`src/rtl/mem_port_share.sv`:
```
module mem_port_share #(
  parameter int AW  = 21,
  parameter int DW  = 32,
  parameter int LAT = 8
) (
  input  logic            clk,
  input  logic            rst,
  input  logic [2:0]      req_valid,
  input  logic [3*AW-1:0] req_addr,
  output logic [2:0]      req_ready,
  output logic [2:0]      rsp_valid,
  output logic [3*DW-1:0] rsp_data,
  input  logic [2:0]      rsp_ready,
  output logic            mem_req_valid,
  output logic [AW-1:0]   mem_req_addr,
  input  logic            mem_rsp_valid,
  input  logic [DW-1:0]   mem_rsp_data
);
  localparam int NP  = 3;
  localparam int TD  = (LAT < 2) ? 2 : LAT;
  localparam int TPW = $clog2(TD);
  localparam int TCW = $clog2(TD + 1);
  localparam int RD  = LAT + 2;
  localparam int BPW = $clog2(RD);
  localparam int BCW = $clog2(RD + 1);

  logic [NP-1:0]  cred, elig, grant, buf_wr, buf_full, rsp_pop;
  logic [1:0]     win;
  logic [1:0]     tag_mem [TD];
  logic [TPW-1:0] tag_wr, tag_rd;
  logic [TCW-1:0] tag_cnt;
  logic [1:0]     tag_head;
  logic           rsp_hit;

  assign elig          = req_valid & cred;
  assign grant         = elig[2] ? 3'b100 : elig[1] ? 3'b010 : {2'b00, elig[0]};
  assign win           = elig[2] ? 2'd2 : elig[1] ? 2'd1 : 2'd0;
  assign req_ready     = {cred[2], cred[1] & ~elig[2], cred[0] & ~elig[2] & ~elig[1]};
  assign mem_req_valid = |elig;
  assign rsp_pop       = rsp_valid & rsp_ready;
  assign tag_head      = tag_mem[tag_rd];
  assign rsp_hit       = mem_rsp_valid && (tag_cnt != '0);

  always_comb begin
    mem_req_addr = req_addr[0 +: AW];
    if (win == 2'd1) mem_req_addr = req_addr[AW +: AW];
    if (win == 2'd2) mem_req_addr = req_addr[2*AW +: AW];
  end

  always_ff @(posedge clk) begin
    if (rst) begin
      tag_wr  <= '0;
      tag_rd  <= '0;
      tag_cnt <= '0;
    end else begin
      if (mem_req_valid)
        tag_wr <= (tag_wr == TPW'(TD - 1)) ? '0 : tag_wr + 1'b1;
      if (rsp_hit)
        tag_rd <= (tag_rd == TPW'(TD - 1)) ? '0 : tag_rd + 1'b1;
      tag_cnt <= tag_cnt + TCW'(mem_req_valid) - TCW'(rsp_hit);
    end
  end

  always_ff @(posedge clk)
    if (mem_req_valid) tag_mem[tag_wr] <= win;

  for (genvar p = 0; p < NP; p++) begin : g_port
    logic [BCW-1:0] occ, cnt;
    logic [BPW-1:0] wp, rp;
    logic [DW-1:0]  store [RD];

    assign cred[p]     = occ < BCW'(RD);
    assign buf_wr[p]   = rsp_hit && (tag_head == 2'(p));
    assign buf_full[p] = cnt == BCW'(RD);
    assign rsp_valid[p] = cnt != '0;
    assign rsp_data[p*DW +: DW] = store[rp];

    always_ff @(posedge clk) begin
      if (rst) begin
        occ <= '0;
        cnt <= '0;
        wp  <= '0;
        rp  <= '0;
      end else begin
        occ <= occ + BCW'(grant[p]) - BCW'(rsp_pop[p]);
        cnt <= cnt + BCW'(buf_wr[p]) - BCW'(rsp_pop[p]);
        if (buf_wr[p])
          wp <= (wp == BPW'(RD - 1)) ? '0 : wp + 1'b1;
        if (rsp_pop[p])
          rp <= (rp == BPW'(RD - 1)) ? '0 : rp + 1'b1;
      end
    end

    always_ff @(posedge clk)
      if (buf_wr[p]) store[wp] <= mem_rsp_data;
  end
endmodule

```
`config.mk`:
```
export PLATFORM = sky130hd
export DESIGN_NAME = mem_port_share
export DESIGN_NICKNAME = d
export VERILOG_FILES = /design/src/rtl/mem_port_share.sv
export SDC_FILE = /design/constraint.sdc
export NUM_CORES = 1
export LEC_CHECK = 0
export BUFFER_PORTS_ARGS = -buffer_cell sky130_fd_sc_hd__buf_4
export CAP_MARGIN = 20
export CORE_AREA = 2 2 306 459
export DETAILED_ROUTE_END_ITERATION = 16
export DIE_AREA = 0 0 308 461
export PLACE_DENSITY = 0.43
export RECOVER_POWER = 50
export SLEW_MARGIN = 15
export SYNTH_ARGS = -nofsm -noshare
export SYNTH_HDL_FRONTEND = slang
export SYNTH_SLANG_ARGS = --single-unit
```
`constraint.sdc`:
```
create_clock -name clk -period 7.05 [get_ports clk]
set_input_delay 0.705 -clock clk [delete_from_list [all_inputs] [get_ports clk]]
set_output_delay 0.705 -clock clk [all_outputs]
set_load 0.01 [all_outputs]
```
Yosys cells after proc, flatten, opt, wreduce, memory -nomap -nowiden
Memories as Yosys holds them, arrays and structs flattened. A register that Yosys moved wholly into a read port is not among the register bits.
Index checks and enable logic that the tools add are counted.
{"block": "word_totals", "regBits": 58, "ram_bits": 976, "output_inout_bits": 124, "wordCells": 103, "n_memories": 4}
{"block": "classes", "addsub": 22, "n_lt_le_gt_ge": 3, "n_eq_ne": 12, "mux": 30, "bitwise_logic": 7, "n_reduce_logical": 10}
{"memory": "g_port[0].store", "words": 10, "word_bits": 32, "rd": 1, "rd_clocked_by_memory_dff": 1, "write_ports": 1, "line": "70", "rtl": "logic [DW-1:0] store [RD];"}
{"memory": "g_port[1].store", "words": 10, "word_bits": 32, "rd": 1, "rd_clocked_by_memory_dff": 1, "write_ports": 1, "line": "70"}
{"memory": "g_port[2].store", "words": 10, "word_bits": 32, "rd": 1, "rd_clocked_by_memory_dff": 1, "write_ports": 1, "line": "70"}
{"memory": "tag_mem", "words": 8, "word_bits": 2, "rd": 1, "rd_clocked_by_memory_dff": 1, "write_ports": 1, "line": "29", "rtl": "logic [1:0] tag_mem [TD];"}
{"operator": "$mux W4", "n": 12}
{"operator": "$mux W21", "n": 2}
{"operator": "$add A4 B1 Y4", "n": 7}
{"operator": "$sub A4 B1 Y4", "n": 7}
{"operator": "$add A4 B1 Y4 const B", "n": 6}
{"operator": "$eq A4 B4 Y1 const B", "n": 6}
{"operator": "$reduce_bool A4 Y1", "n": 4}
{"operator": "$mux W3", "n": 5}
{"operator": "$lt A4 B4 Y1 const B", "n": 3}
{"operator": "$mux W1", "n": 9}
{"operator": "$add A3 B1 Y3 const B", "n": 2}
{"operator": "$and A3 B3 Y3", "n": 2}
{"operator": "$eq A3 B3 Y1 const B", "n": 2}
{"operator": "$eq A2 B1 Y1 const B", "n": 2}
{"operator": "$eq A2 B2 Y1 const B", "n": 2}
{"operator": "$logic_and A1 B1 Y1", "n": 4}
{"operator": "$mux W2", "n": 2}
{"operator": "$and A1 B1 Y1", "n": 3}
{"operator": "$reduce_or A3 Y1", "n": 1}
{"operator": "$logic_not A2 Y1", "n": 1}
{"operator": "$not A1 Y1", "n": 2}

Longest topological paths before layout
Gate-level depths: netlist of the first run.
{"block": "logic_depth", "word_depth": 7, "mapped_depth": 13, "mapped_depth_nobuf": 12}

Worst setup path after synthesis of the first run
No wires, ideal clock.
{"block": "synth_timing", "kind": "register -> register", "startpoint": "reg (tool-made name)", "endpoint": "mem g_port[0].store[4][0], enable pin", "setup_time_ns": 0.501, "arrival_ns": 4.685, "path_slack_ns": 1.863, "stages_incl_launch_ff": 7, "path_buffers": 2, "cell_sequence": "dfxtp_1 > buf_6 > mux4_1 > mux2i_4 > o211ai_1 > clkbuf_1 > nor4_1"}
{"element": "to (decl)", "line": "70"}

==> key figures, run 1 <==
Final layout
  • # nets final: 2584
  • Share of layout cells above drive strength 1: 24.7%
  • Fillers: 13.0k
  • Area Overhead vs Synth: 17.7%

Floorplan
  • Num rows: 167
  • Core ar.: 138000 µm²
  • Num ports: 228
  • Starting Density: 29.8%
  • DIE HEIGHT: 461 µm
  • Die width: 308 µm
  • Die area: 142000 µm²

Power and ir drop
  • Worst-case vdd ir drop: 0.194 mV
  • Power Total: 16.6 mW
  • Pwr Density: 343 nW/µm²
  • Leakage: 15.4 nW

Routing
  • Post-DRT Antenna Nets: 0
  • DRC: 0
  • First-pass DRT Iterations: 5
  • Vias per cell: 4.81
  • DRT iter0 DRCs: 1253
  • Drt total wl: 100000 µm
  • Via Count: 20.6k
  • WL per Instance: 23.4 µm

Timing
  • Period utilisation layout: 63.2%
  • Skew final: 0.0192 ns
  • TNS Setup: 0 ns
  • Worst-Margin Slew: 2.47 ns
  • Final setup viols: 0
  • Fmax: 225 MHz
  • Max-slew violations: 521
  • Tmin final: 4.45 ns
  • Hold Vio Cnt, Final: 0
  • Rel. slew slack: -65.0%
  • RSZ-0062 raised after global routing: no
  • Final hold slack: 0.416 ns

Worst setup path
  • Worst r2r path cells: 5
  • Critical path arrival: 3.75 ns
  • Kind of end point of the critical path: primary output
  • R2r setup slk: 3.05 ns
  • Capture point of the worst reg-to-reg path: g_port[2].store[9][26]
  • Max FO, Critical Path: 40
  • Critical path startpoint category: flip-flop
  • Critical path required time: 6.34 ns
  • Crit Path Category: flip-flop to primary output

Clocking
  • H-Tree Depth: 3
  • Num CTS Buffers: 103
  • Post-CTS sizing: 0
  • Root Buffer: clkbuf_16
  • CTS tree: done
  • CTS sink count: 1049
  • Worst-path clk slew: 0.06 ns
  • CTS Hold Bufs: 0
  • Clock Path Buffers: 3
  • Post-CTS setup buffer count: 0
  • Clock latency on the worst-skew pair: 0.69 ns

Synth
  • Number of flops mapped to enable cells by yosys: 976
  • Main synth FF type: edfxtp_1
  • Largest family of logic cells by synthesized area: multiplexers
  • Synth unique cells: 46
  • Leading area contributor after synthesis: edfxtp_1
  • Post-Syn Area: 41100 µm²
  • Top post-synthesis cells by count: edfxtp_1, mux4_2, mux2i_1
  • Synth Instances: 2171
  • Synth Area in Compound Gates: 4.04%
  • Post-synth ARST share: 0%
  • Cell with the most instances after synthesis: edfxtp_1
  • Post-Synth XOR/XNOR Area: 0.490%
  • Yosys warns: 0
  • Yosys top cell area share: 71.2%
  • Post-Synth Adder-Cell Area: 1.59%
  • Top cells by area, synth: edfxtp_1, mux4_2, dfxtp_1
  • Synth Area per Inst: 19.0 µm²
  • Post-Synth Simple-Gate Area: 3.75%
  • Mapped Nets: 2323
  • Synthesized flop and latch total: 1049
  • Mux contribution to synthesized area: 13.7%
  • Post-synthesis sequential area ratio: 74.8%

Hold path
  • Hold depth: 4
  • Min-Delay Endpoint: g_port[2].rp[2]
  • Tightest Hold Check Type: input pin to flip-flop
  • Hold path start: rsp_ready[2]

Run status
  • Failing checks: capacitance limit, slew limit
  • Status: finished, violations left

Placement
  • Port Buf Inserts: 227
  • Post-detail-place hpwl: 55500 µm
  • GPL Wtd Cong: 0.752

Job
  • MaxCap Viol Count: 18

Global route
  • Initial antenna violation count: 4
  • Largest net degree at the start of global routing: 65
  • First-pass GRT wire length: 148000 µm
  • Gr usage total: 14.3%
  • Vias in the first global route: 22.7k
  • Remaining global-route overflow: 0
[flip-flops by register name (all words and copies together), names as in the netlist, named ones only]
signal,cells
g_port.cnt,12
g_port.occ,12
g_port.rp,12
g_port.store,960
g_port.wp,12
tag_cnt,4
tag_mem,16
tag_rd,3
tag_wr,3
[metrics by stage]
| step | std cells | cell area [µm²] | setup slack, ns | utilization [%] |
|---|---|---|---|---|
| 3_3_place_gp | 4100 | 45200 | 3.24 | 32.7 |
| 2_1_floorplan | 2171 | 41100 | 1.86 | - |
| 3_5_place_dp | 4101 | 45200 | 3.25 | 32.8 |
| 4_1_cts | 4288 | 48600 | 2.44 | 35.2 |
| 5_1_grt | 4289 | 48400 | 2.30 | 35.1 |
| 6_report | 4290 | 48400 | 2.60 | 35.1 |
[routing by layer]
metal | wire length [µm] | global-route usage [%] | up-vias
met1 | 42200 | 17.5 | 10900
met3 | 3830 | 2.35 | 118
met4 | 1820 | 3.92 | 0
met2 | 52500 | 25.8 | 386
li1 | - | - | 9189
met5 | 0 | 0 | -
[cell families after synthesis]
kind of cell,Yosys count
muxes,319
and+or+nand+nor,287
DFF,1049
buffers and inverters,171
xor gates and xnor gates,23
adders and majority gates,48
AOI/OAI and AO/OA,274
[critical path: stages (launching register included)]
cell	delay, ns
dfxtp_4	0.88
buf_4	0.68
mux4_2	0.58
nor2b_1	0.14
a211oi_1	0.30
a21oi_1	0.16
buf_4	0.24
[how the worst max path moves through the flow]
stage                   start  slack (ns)  cells after the start                     to
global placement    flip-flop        3.24                      6           rsp_data[33]
finish              flip-flop        2.60                      6           rsp_data[35]
detailed placement  flip-flop        3.25                      6           rsp_data[33]
floorplan           flip-flop        1.86                      6  g_port[0].store[4][0]
CTS                 flip-flop        2.44                      6           rsp_data[33]
global route        flip-flop        2.30                      6           rsp_data[35]
[power breakdown]
part | total, mW | switching (mW) | internal, mW
logic | 3.62 | 1.79 | 1.83
clock network | 5.59 | 2.34 | 3.24
registers | 7.39 | 0.310 | 7.08
[area by class of cell]
| class | count | area [µm²] | area share [%] |
|---|---|---|---|
| Tap cell | 1774 | 2220 | 4.58 |
| Clock inverter | 63 | 659 | 1.36 |
| Timing Repair Buffer | 273 | 1920 | 3.97 |
| Clock buffer | 124 | 2740 | 5.66 |
| Antenna cell | 2 | 5.00 | 0.0103 |
| Multi-Input combinational cell | 951 | 9870 | 20.4 |
| Sequential cell | 1049 | 30800 | 63.6 |
| Inverter | 54 | 203 | 0.419 |
[placed cells by master, fill, tap and decap left out, drive strengths merged, types with 3 or more instances in the layout]
cell,instances
mux4,194
or3,7
nor2,61
nor4,4
inv,57
o21ai,37
a21oi,123
clkbuf,164
a211oi,96
nor3,18
a21o,7
xnor2,11
or4,3
nand2b,11
nand3,6
edfxtp,976
buf,233
nor3b,4
fa,7
and2,4
dfxtp,73
nor2b,118
clkinvlp,4
mux2i,125
xor2,12
or3b,4
bufinv,13
clkinv,43
ha,41
nand2,40
No activity file was read; power rests on OpenSTA's default activity.
==> run 2: changes to the inputs <==
--- a/config.mk
+++ b/config.mk
@@ -10,7 +10,7 @@
 export CORE_AREA = 2 2 306 459
 export DETAILED_ROUTE_END_ITERATION = 16
 export DIE_AREA = 0 0 308 461
-export PLACE_DENSITY = 0.43
+export PLACE_DENSITY = 0.44
 export RECOVER_POWER = 50
 export SLEW_MARGIN = 15
 export SYNTH_ARGS = -nofsm -noshare
==> constraint.sdc (replaced) <==
create_clock -name clk -period 3.8 [get_ports clk]
set_input_delay 0.38 -clock clk [delete_from_list [all_inputs] [get_ports clk]]
set_output_delay 0.38 -clock clk [all_outputs]
set_load 0.01 [all_outputs]
==> run 2 against run 1 <==
Against the previous run: the flow still finishes with violations (capacitance limit, slew limit); sequential share of layout area is 0.30 points lower; core utilization grew 0.17 points; register-to-register slack lost 2.6 ns; non-clock buffer count grew 24; clock-buffer cell count unchanged; clock power rose by 75%; power is 84% higher; cell count grew 0.63%; sequential power is 83% higher; hold slack got worse by 0.32 ns.
==> key figures, run 2 (synthesized netlist as in run 1, its figures left out) <==
Run status
  • Status: finished, violations left (unchanged)
  • Failing checks: capacitance limit, slew limit (unchanged)

Hold path
  • Hold path start: rsp_ready[2] (unchanged)
  • Tightest Hold Check Type: input pin to flip-flop (unchanged)

Clocking
  • Clock latency on the worst-skew pair: 0.70 ns (was 0.69 ns)
  • H-Tree Depth: 3 (unchanged)
  • Worst-path clk slew: 0.06 ns (about the same)
  • Num CTS Buffers: 100 (was 103)
  • Root Buffer: clkbuf_16 (unchanged)
  • Post-CTS setup buffer count: 0 (unchanged)
  • CTS tree: done (unchanged)
  • CTS sink count: 1049 (unchanged)
  • Post-CTS sizing: 0 (unchanged)
  • CTS Hold Bufs: 0 (unchanged)
  • Clock Path Buffers: 3 (unchanged)

Power and ir drop
  • Sw Ratio: 27.8% (was 26.8%)
  • Sequential share of power: 44.2% (was 44.5%)
  • Worst-case vdd ir drop: 0.308 mV (was 0.194 mV)
  • Clock power frac: 32.0% (was 33.6%)
  • Gate power share: 23.8% (was 21.8%)
  • Leakage: 15.5 nW (was 15.4 nW)
  • P_int: 22.0 mW (was 12.2 mW)
  • P_sw: 8.50 mW (was 4.45 mW)
  • Pwr Density: 628 nW/µm² (was 343 nW/µm²)

Final layout
  • Area Overhead vs Synth: 18.2% (was 17.7%)
  • Commonest non-fill, non-tap cell in the layout: edfxtp_1 (unchanged)
  • Final Util: 35.3% (was 35.1%)
  • Top flop regs: g_port.store (960), tag_mem (16) (unchanged)
  • Number of flip-flops in the largest register: 960 (unchanged)
  • Reg with most FFs: g_port.store (unchanged)
  • Most frequent cells in the layout: edfxtp_1, buf_4, mux4_2 (unchanged)
  • # nets final: 2605 (was 2584)
  • Final cell count without fillers: 4317 (was 4290)
  • Share of layout cells above drive strength 1: 25.2% (was 24.7%)

Worst setup path
  • Critical path arrival: 3.09 ns (was 3.75 ns)
  • Kind of end point of the critical path: primary output (unchanged)
  • Crit Path Category: flip-flop to primary output (unchanged)
  • Worst setup endpoint: rsp_data[15] (was rsp_data[35])
  • CP Depth: 6 (unchanged)
  • CP bufs+invs: 2 (unchanged)
  • Critical path required time: 3.42 ns (was 6.34 ns)
  • Worst r2r path cells: 6 (was 5)
  • Kind of cell adding the most delay to the critical path: flip-flops (was buffers and inverters)
  • R2r setup slk: 0.49 ns (was 3.05 ns)
  • Critical Path Max Stage Delay: 0.60 ns (was 0.88 ns)
  • Capture point of the worst reg-to-reg path: g_port[1].store[2][15] (was g_port[2].store[9][26])
  • Slowest CP cell: dfxtp_4 (unchanged)
  • Most frequent CP cell: buf_4 (unchanged)
  • CP cell instances: buf_4 -> mux4_2 -> nor2b_1 -> a211oi_1 -> a21oi_1 -> buf_4 (unchanged)
  • Max FO, Critical Path: 18 (was 40)
  • Critical path startpoint category: flip-flop (unchanged)

Timing
  • Max-slew violations: 995 (was 521)
  • Worst-Margin Slew: 2.05 ns (was 2.47 ns)
  • Skew final: 0.0180 ns (was 0.0192 ns)
  • Final setup viols: 0 (unchanged)
  • Hold Vio Cnt, Final: 0 (unchanged)
  • Fmax: 288 MHz
  • Tmin final: 3.47 ns
  • Period utilisation layout: 91.2%
  • Rel. slew slack: -36.5% (was -65.0%)
  • RSZ-0062 raised after global routing: no (unchanged)

Floorplan
  • Core ar.: 138000 µm² (unchanged)
  • Num ports: 228 (unchanged)
  • Die width: 308 µm (unchanged)
  • Num rows: 167 (unchanged)
  • Starting Density: 29.8% (unchanged)
  • Die area: 142000 µm² (unchanged)
  • DIE HEIGHT: 461 µm (unchanged)

Routing
  • Post-DRT Antenna Nets: 0 (unchanged)
  • Vias per cell: 4.78 (was 4.81)
  • Via Count: 20.6k (about the same)
  • WL per Instance: 23.8 µm (was 23.4 µm)
  • DRT iter0 DRCs: 1275 (was 1253)
  • First-pass DRT Iterations: 6 (was 5)
  • Drt total wl: 103000 µm (was 100000 µm)
  • DRC: 0 (unchanged)

Placement
  • Placed Cells: 4125 (was 4101)
  • Post-detail-place hpwl: 64000 µm (was 55500 µm)
  • Port Buf Inserts: 227 (unchanged)
  • GPL Wtd Cong: 0.879 (was 0.752)

Global route
  • First-pass GRT wire length: 150000 µm (was 148000 µm)
  • Vias in the first global route: 22.2k (was 22.7k)
  • Gr usage total: 14.5% (was 14.3%)
  • Largest net degree at the start of global routing: 63 (was 65)
  • Initial antenna violation count: 8 (was 4)
  • Remaining global-route overflow: 0 (unchanged)

Job
  • MaxCap Viol Count: 32 (was 18)
-- run 2: area by class of cell --
cell class	instances	area, µm²
fillers	13000	89300
flip-flops and latches	1049	30800
multi-input cells	951	9930
clock buffers	124	2650
repair buffers	297	2290
well taps	1774	2220
clock inverters	63	538
inverters	54	203
diodes	5	12.5
-- run 2: per-layer routing --
layer  up-vias  wire [µm]  track usage, %
li1       9247          -               -
met1     10800      43400            18.2
met2       447      52200            25.2
met3       124       4750            2.47
met4         6       2490            4.77
met5         -         35               0
-- run 2: worst min path at each step --
stage / end / slack, ns / cells after the start
5_1_grt: g_port[2].rp[2] / 0.11 / 4
6_report: g_port[2].rp[2] / 0.09 / 4
2_1_floorplan: flip-flop / 0.45 / 2
4_1_cts: g_port[2].rp[2] / 0.03 / 4
3_3_place_gp: flip-flop / 0.49 / 2
3_5_place_dp: tag_rd[2] / 0.49 / 2
-- run 2: power by group through the flow --
stage | combinational (mW) | clock [mW] | sequential, mW
2_1_floorplan | 4.84 | 0 | 13.5
5_1_grt | 8.02 | 10.5 | 13.6
4_1_cts | 7.57 | 10.1 | 13.5
3_3_place_gp | 7.44 | 0 | 13.7
6_report | 7.27 | 9.78 | 13.5
3_5_place_dp | 7.54 | 0 | 13.8
-- run 2: per-stage QoR --
step           area (µm²)  setup TNS (ns)  hold WS, ns  power, mW  worst slack, ns
3_3_place_gp        45600               0        0.493       21.2            0.553
3_5_place_dp        45600               0        0.494       21.3            0.536
5_1_grt             48600               0        0.106       32.1            0.158
6_report            48600               0       0.0917       30.5            0.333
2_1_floorplan       41200          -98.52        0.455       18.3            -1.15
4_1_cts             48800               0       0.0251       31.2            0.225
-- run 2: worst min-delay path, stage by stage --
cell and delay [ns]:
buf_4 0.12, nand4_1 0.09, xor2_1 0.07, nor2_1 0.08
